## config.mk

```make
export PLATFORM = sky130hd
export DESIGN_NAME = fp_status_unit
export DESIGN_NICKNAME = d
export VERILOG_FILES = /design/src/rtl/fpsu_pkg.sv /design/src/rtl/fpsu_fcmp.sv /design/src/rtl/fpsu_round_dec.sv /design/src/rtl/fpsu_ctrl.sv /design/src/rtl/fp_status_unit.sv
export SDC_FILE = /design/constraint.sdc
export NUM_CORES = 1
export LEC_CHECK = 0
export BUFFER_PORTS_ARGS = -buffer_cell sky130_fd_sc_hd__buf_4
export CORE_MARGIN = 8
export CORE_UTILIZATION = 43
export CTS_CLUSTER_DIAMETER = 30
export DETAILED_ROUTE_END_ITERATION = 7
export PLACE_DENSITY_LB_ADDON = 0.15
export SLEW_MARGIN = 30
export SYNTH_ARGS = -nofsm -noshare
export SYNTH_HDL_FRONTEND = slang
export SYNTH_SLANG_ARGS = --single-unit
export TNS_END_PERCENT = 5
```

## constraint.sdc

```tcl
create_clock -name clk_i -period 2.55 [get_ports clk_i]
set_input_delay 0.3825 -clock clk_i [delete_from_list [all_inputs] [get_ports clk_i]]
set_output_delay 0.3825 -clock clk_i [all_outputs]
set_load 0.03 [all_outputs]
```

## src/rtl/fpsu_pkg.sv

```systemverilog
package fpsu_pkg;
    localparam int FLAG_W    = 5;
    localparam int CEXC_LO   = 0;
    localparam int AEXC_LO   = CEXC_LO + FLAG_W;
    localparam int FCC0_LO   = 10;
    localparam int FTT_LO    = 14;
    localparam int FTT_W     = 3;
    localparam int TEM_LO    = 23;
    localparam int RND_LO    = 30;
    localparam int FCC_NUM   = 4;
    localparam int FCC_BASE  = 20;
    localparam int STAT_W    = FCC0_LO + FCC_BASE + 2 * (FCC_NUM - 1) + 2;
    localparam int NV_BIT    = 4;
    localparam logic [FTT_W-1:0] FTT_IEEE = 3'd1;

    typedef enum logic [1:0] {
        REL_EQ = 2'b00,
        REL_LT = 2'b01,
        REL_GT = 2'b10,
        REL_UN = 2'b11
    } rel_e;

    typedef enum logic {
        ST_IDLE = 1'b0,
        ST_TRAP = 1'b1
    } trap_state_e;

    function automatic logic [5:0] fcc_lo(input logic [1:0] sel);
        if (sel == 2'd0) return 6'(FCC0_LO);
        return 6'(FCC0_LO + FCC_BASE + 2 * int'(sel));
    endfunction

    function automatic logic [1:0] get_fcc(input logic [STAT_W-1:0] s, input logic [1:0] sel);
        return s[fcc_lo(sel) +: 2];
    endfunction
endpackage

```

## src/rtl/fpsu_fcmp.sv

```systemverilog
module fpsu_fcmp
    import fpsu_pkg::*;
#(
    parameter int FP_W  = 32,
    parameter int EXP_W = 8
) (
    input  logic [FP_W-1:0] a_i,
    input  logic [FP_W-1:0] b_i,
    output rel_e            rel_o
);
    localparam int FRAC_W = FP_W - 1 - EXP_W;
    localparam int MAG_W  = FP_W - 1;

    logic [MAG_W-1:0] mag_a, mag_b;
    logic             sgn_a, sgn_b, nan_a, nan_b, zeros;

    assign sgn_a = a_i[FP_W-1];
    assign sgn_b = b_i[FP_W-1];
    assign mag_a = a_i[MAG_W-1:0];
    assign mag_b = b_i[MAG_W-1:0];
    assign nan_a = (&a_i[MAG_W-1 -: EXP_W]) && (|a_i[FRAC_W-1:0]);
    assign nan_b = (&b_i[MAG_W-1 -: EXP_W]) && (|b_i[FRAC_W-1:0]);
    assign zeros = (mag_a == '0) && (mag_b == '0);

    always_comb begin
        if (nan_a || nan_b)                 rel_o = REL_UN;
        else if (zeros || (a_i == b_i))     rel_o = REL_EQ;
        else if (sgn_a != sgn_b)            rel_o = sgn_a ? REL_LT : REL_GT;
        else if (!sgn_a)                    rel_o = (mag_a < mag_b) ? REL_LT : REL_GT;
        else                                rel_o = (mag_a > mag_b) ? REL_LT : REL_GT;
    end
endmodule

```

## src/rtl/fpsu_round_dec.sv

```systemverilog
module fpsu_round_dec #(
    parameter int SEL_W = 2,
    localparam int MODES = 1 << SEL_W
) (
    input  logic [SEL_W-1:0] fld_i,
    output logic [MODES-1:0] mode_o
);
    for (genvar i = 0; i < MODES; i++) begin : g_mode
        assign mode_o[i] = (fld_i == SEL_W'(i));
    end
endmodule

```

## src/rtl/fpsu_ctrl.sv

```systemverilog
module fpsu_ctrl
    import fpsu_pkg::*;
(
    input  logic              clk_i,
    input  logic              rst_i,
    input  logic              ld_valid_i,
    input  logic [STAT_W-1:0] ld_data_i,
    input  logic              flag_valid_i,
    input  logic [FLAG_W-1:0] flags_i,
    input  logic              cmp_valid_i,
    input  logic              cmp_signal_i,
    input  logic [1:0]        cmp_sel_i,
    input  rel_e              rel_i,
    output logic [STAT_W-1:0] status_o,
    output logic              trap_o
);
    logic [STAT_W-1:0] status_q, status_d;
    trap_state_e       state_q, state_d;
    logic              trap_evt;
    logic [5:0]        lo;
    logic              flg_acc, cmp_acc;

    assign flg_acc = flag_valid_i && !ld_valid_i;
    assign cmp_acc = cmp_valid_i && !ld_valid_i && !flag_valid_i;

    always_comb begin
        status_d = status_q;
        trap_evt = 1'b0;
        lo       = fcc_lo(cmp_sel_i);
        if (ld_valid_i) begin
            status_d = ld_data_i;
        end else if (flag_valid_i) begin
            status_d[CEXC_LO +: FLAG_W] = flags_i;
            if ((flags_i & status_q[TEM_LO +: FLAG_W]) != '0) begin
                status_d[FTT_LO +: FTT_W] = FTT_IEEE;
                trap_evt = 1'b1;
            end else begin
                status_d[AEXC_LO +: FLAG_W] = status_q[AEXC_LO +: FLAG_W] | flags_i;
            end
        end else if (cmp_valid_i) begin
            status_d[lo +: 2] = rel_i;
            if (rel_i == REL_UN) begin
                if (status_q[TEM_LO + NV_BIT] || cmp_signal_i) begin
                    status_d[CEXC_LO + NV_BIT] = 1'b1;
                    status_d[FTT_LO +: FTT_W]  = FTT_IEEE;
                    trap_evt = 1'b1;
                end else begin
                    status_d[AEXC_LO + NV_BIT] = 1'b1;
                end
            end
        end
    end

    always_ff @(posedge clk_i) begin
        if (rst_i) status_q <= '0;
        else       status_q <= status_d;
    end

    // state register
    always_ff @(posedge clk_i) begin
        if (rst_i) state_q <= ST_IDLE;
        else       state_q <= state_d;
    end

    // next state: GO_TRAP, RETRAP, CLEAR
    always_comb begin
        state_d = ST_IDLE;
        unique case (state_q)
            ST_IDLE: state_d = trap_evt ? ST_TRAP : ST_IDLE;
            ST_TRAP: state_d = trap_evt ? ST_TRAP : ST_IDLE;
            default: state_d = ST_IDLE;
        endcase
    end

    // outputs
    always_comb begin
        trap_o   = (state_q == ST_TRAP);
        status_o = status_q;
    end

    AST_CEXC_COPY: assert property (@(posedge clk_i) disable iff (rst_i)
        (!$past(rst_i) && $past(flg_acc)) |-> (status_q[CEXC_LO +: FLAG_W] == $past(flags_i)));
    AST_ACCRUED_STICKY: assert property (@(posedge clk_i) disable iff (rst_i)
        (!$past(rst_i) && !$past(ld_valid_i)) |->
        ((status_q[AEXC_LO +: FLAG_W] & $past(status_q[AEXC_LO +: FLAG_W])) == $past(status_q[AEXC_LO +: FLAG_W])));
    AST_TRAP_TYPE: assert property (@(posedge clk_i) disable iff (rst_i)
        trap_o |-> (status_q[FTT_LO +: FTT_W] == FTT_IEEE));
    AST_TRAP_CAUSE: assert property (@(posedge clk_i) disable iff (rst_i)
        (!$past(rst_i) && trap_o) |-> ($past(flg_acc) || $past(cmp_acc)));
    AST_FIELD_WRITE: assert property (@(posedge clk_i) disable iff (rst_i)
        (!$past(rst_i) && $past(cmp_acc)) |-> (get_fcc(status_q, $past(cmp_sel_i)) == $past(rel_i)));
    AST_LOAD_WINS: assert property (@(posedge clk_i) disable iff (rst_i)
        (!$past(rst_i) && $past(ld_valid_i)) |-> (status_q == $past(ld_data_i)));
endmodule

```

## src/rtl/fp_status_unit.sv

```systemverilog
module fp_status_unit
    import fpsu_pkg::*;
#(
    parameter int FP_W  = 32,
    parameter int EXP_W = 8
) (
    input  logic              clk_i,
    input  logic              rst_i,
    input  logic              ld_valid_i,
    input  logic [STAT_W-1:0] ld_data_i,
    input  logic              flag_valid_i,
    input  logic [FLAG_W-1:0] flags_i,
    input  logic              cmp_valid_i,
    input  logic              cmp_signal_i,
    input  logic [1:0]        cmp_sel_i,
    input  logic [FP_W-1:0]   op_a_i,
    input  logic [FP_W-1:0]   op_b_i,
    output logic [STAT_W-1:0] status_o,
    output logic              trap_o,
    output logic [3:0]        round_o
);
    rel_e rel;

    fpsu_fcmp #(.FP_W(FP_W), .EXP_W(EXP_W)) i_fcmp (
        .a_i   (op_a_i),
        .b_i   (op_b_i),
        .rel_o (rel)
    );

    fpsu_ctrl i_ctrl (
        .clk_i        (clk_i),
        .rst_i        (rst_i),
        .ld_valid_i   (ld_valid_i),
        .ld_data_i    (ld_data_i),
        .flag_valid_i (flag_valid_i),
        .flags_i      (flags_i),
        .cmp_valid_i  (cmp_valid_i),
        .cmp_signal_i (cmp_signal_i),
        .cmp_sel_i    (cmp_sel_i),
        .rel_i        (rel),
        .status_o     (status_o),
        .trap_o       (trap_o)
    );

    fpsu_round_dec #(.SEL_W(2)) i_rdec (
        .fld_i  (status_o[RND_LO +: 2]),
        .mode_o (round_o)
    );

    AST_ROUND_ONEHOT: assert property (@(posedge clk_i) disable iff (rst_i)
        $onehot(round_o));
    AST_NAN_UNORDERED: assert property (@(posedge clk_i) disable iff (rst_i)
        ((&op_a_i[FP_W-2 -: EXP_W]) && (|op_a_i[FP_W-2-EXP_W:0])) |-> (rel == REL_UN));
endmodule

```

==> out/results.txt <==
largest net degree at the start of global routing = 37
hold_ws = 310.1 ps
P_leak = 2.444 nW
CP Capture Point = i_ctrl.status_o[32]$_SDFFE_PP0P_
GRT Residual Overflow = 0
DR WL met2 = 5.505 mm
post-DP HPWL = 9.719 mm
GRT Total Usage = 21.09%
Area growth syn-to-layout = 51.36%
Hold WC Path Type = in -> reg
via count = 3958
Gate Count Post-Synth = 446
met3 WL = 780 um
FF-to-FF path depth = 6
antenna diode count = 0
die area = 10780 um2
Clock Skew = 6.029 ps
Max Clock Freq = 421.3 MHz
number of synthesized flops with an enable pin = 0
Die Y = 103.8 um
H-tree Lvls = 2
Crit path depth = 9
worst slew pin tran = 531.8 ps
Setup CP Type = in -> reg
final worst-path cycle share = 93.09%
max_cap viols = 0
WP data required = 2760 ps
Post-Syn Area = 3316 um2
Hold Buf Count CTS = 0
critical path cell sequence = buf_4 -> ha_1 -> a21oi_2 -> o21ai_1 -> a221oi_2 -> o31ai_1 -> a31o_1 -> or4b_1 -> a221oi_1
unrepaired setup endpoints after global routing = no
std cell rows = 32
r2r endpoint = i_ctrl.status_o[16]$_SDFFE_PP0P_
DP Cell Count = 733
Most used DFF post-synth = dfxtp_1
register area = 780.7 um2
root buffer cell = clkbuf_8
worst r2r src = i_ctrl.status_o[27]$_SDFFE_PP0P_
aggregate routed wire length = 11.54 mm
initial DRC count = 163
Buf/Inv on CP = 1
PwrDens = 384.4 nW/um2
Initial Util = 43.59%
crit path from = op_a_i[10]
CTS buffer count = 5
post-route ant nets = 0
ys async rst share = 0%
die width = 103.8 um
first-pass GRT wire length = 19.44 mm
M1 WL = 5.140 mm
Reg2Reg Setup Slack = 530 ps
CP max-delay cell = or4b_1
Clock Pin Slew Worst Setup and Hold Paths = 90 ps
Pwr Total = 0.001929 W
CP startpoint kind = primary input
syn_nets = 600
placed cell area = 4902 um2
DRC Markers = 0
NumNets Final = 792
area of the multi-input gates = 2281 um2
Synth cell types = 59
clk_lat worst skew = 300 ps
vias in the first global route = 4118
IO Count = 158
Core Region = 7607 um2
final setup fails = 0
YS warnings = 0
fin cells = 741
Mapped Avg Cell Area = 7.434 um2
CP Capture Type = register
CTS tree = built
vias per std cell = 5.341
top layer in use = met4
sequential share of the synthesized area = 23.55%
initial antenna violation count = 0
critical path's top delay family = compound AO/OA/AOI/OAI gates
gpl congestion = 0.8699
post_cts resized = 0
final hold vios = 0
Wirelength per Cell = 15.57 um
headroom to the max-slew limit = 64.05%
Fillers = 686
Period minus WS final = 2374 ps
Util after Layout = 65.97%
crit-path max cell delay = 520 ps
Max clock buf depth = 2
# port buffers = 157
Critical Path AT = 2580 ps
CP max FO = 8
share of cells above drive strength 1 = 34.90%
peak supply drop = 0.4274 mV
clock sinks = 39
Yosys reg bits = 39
Setup Fix Bufs, Post-CTS = 0
Final Max Slew Viols = 0
TritonRoute pass-1 iters = 5
outcome = complete, no violations
Finished Cell Area = 5019 um2
[where the power goes]
group          switching, W  internal, W  total [W]
logic              0.000367     0.000347   0.000714
registers         0.0000246     0.000647   0.000672
clock network      0.000247     0.000297   0.000544
total              0.000638      0.00129    0.00193
[worst reg2reg max path, stage by stage, from the launching register on]
cell and delay [ps]:
dfxtp_1 360, or2_2 380, o211ai_1 140, nand3_1 130, or3_1 390, or4_1 420, a21oi_1 130
[state kept, by name, summed over array words and instances, names as in the netlist]
register         count
i_ctrl.status_o     38
i_ctrl.trap_o        1
[synthesized netlist by cell type (8+ instances only)]
cell type	n	share of area [%]
inv_1	47	5.3
clkbuf_1	13	1.5
nand4_1	13	2.5
dfxtp_1	39	24
o21ai_0	15	2.3
nor4_1	17	3.2
nand3_1	8	1.2
ha_1	39	15
a22oi_1	8	1.8
nor2_1	48	5.4
mux2i_1	8	2.4
nand2_1	43	4.9
nor3_1	11	1.7
a21oi_1	37	5.6
[per-layer routing]
layer | track usage (%) | vias up
met2 | 35.29 | 121
li1 | - | 2015
met3 | 5.762 | 13
met5 | 0 | -
met1 | 26.31 | 1809
met4 | 4.447 | 0
[worst min-delay path by stage]
stage                                                  end  depth (start not counted)                              from
after global routing       i_ctrl.status_o[0]$_SDFFE_PP0P_                          3                      ld_data_i[0]
after CTS                  i_ctrl.status_o[0]$_SDFFE_PP0P_                          3                      ld_data_i[0]
final                     i_ctrl.status_o[22]$_SDFFE_PP0P_                          3                     ld_data_i[22]
after detailed placement  i_ctrl.status_o[22]$_SDFFE_PP0P_                          2  i_ctrl.status_o[22]$_SDFFE_PP0P_
after global placement    i_ctrl.status_o[22]$_SDFFE_PP0P_                          2  i_ctrl.status_o[22]$_SDFFE_PP0P_
after floorplan           i_ctrl.status_o[18]$_SDFFE_PP0P_                          2                     ld_data_i[18]
[cell usage in the layout (no fill, tap or decap), types with 8 or more instances in the layout]
master   netlist  layout
buf_4          0     202
nor2_1        48      48
inv_1         47      47
nand2_1       43      43
ha_1          39      39
dfxtp_1       39      39
a21oi_1       37      37
nor4_1        17      17
o21ai_0       15      15
nand4_1       13      13
nor3_1        11      11
a22oi_1        8       8
nand3_1        8       8
mux2i_1        8       8
[cells by family (layout without fill, tap and decap cells)]
group                      count (synthesis)  after routing  share of synthesized area (%)
muxes                                      8              8                          2.415
xor gates and xnor gates                   1              1                         0.2642
buffers and inverters                     65            258                          7.661
adders and majority gates                 39             39                          14.72
DFF                                       39             39                          23.55
and+or+nand+nor                          177            177                          26.72
AOI/OAI and AO/OA                        117            117                          24.68
[cell type report]
class | instances | area share [%]
clock inverter | 3 | 0.9474
clock buffer | 5 | 1.371
tap | 102 | 2.543
multi-input combinational | 342 | 45.45
timing repair buffer | 203 | 30.62
sequential | 39 | 15.56
inverter | 47 | 3.515
[stage by stage]
stage | worst slack [ps] | setup TNS, ps
after global routing | 6.519 | 0
final | 176.3 | 0
after global placement | -95.28 | -668.4
after detailed placement | -130.1 | -747.9
after CTS | 176.4 | 0
after floorplan | 122.8 | 0
No activity file was read; power rests on OpenSTA's default activity.
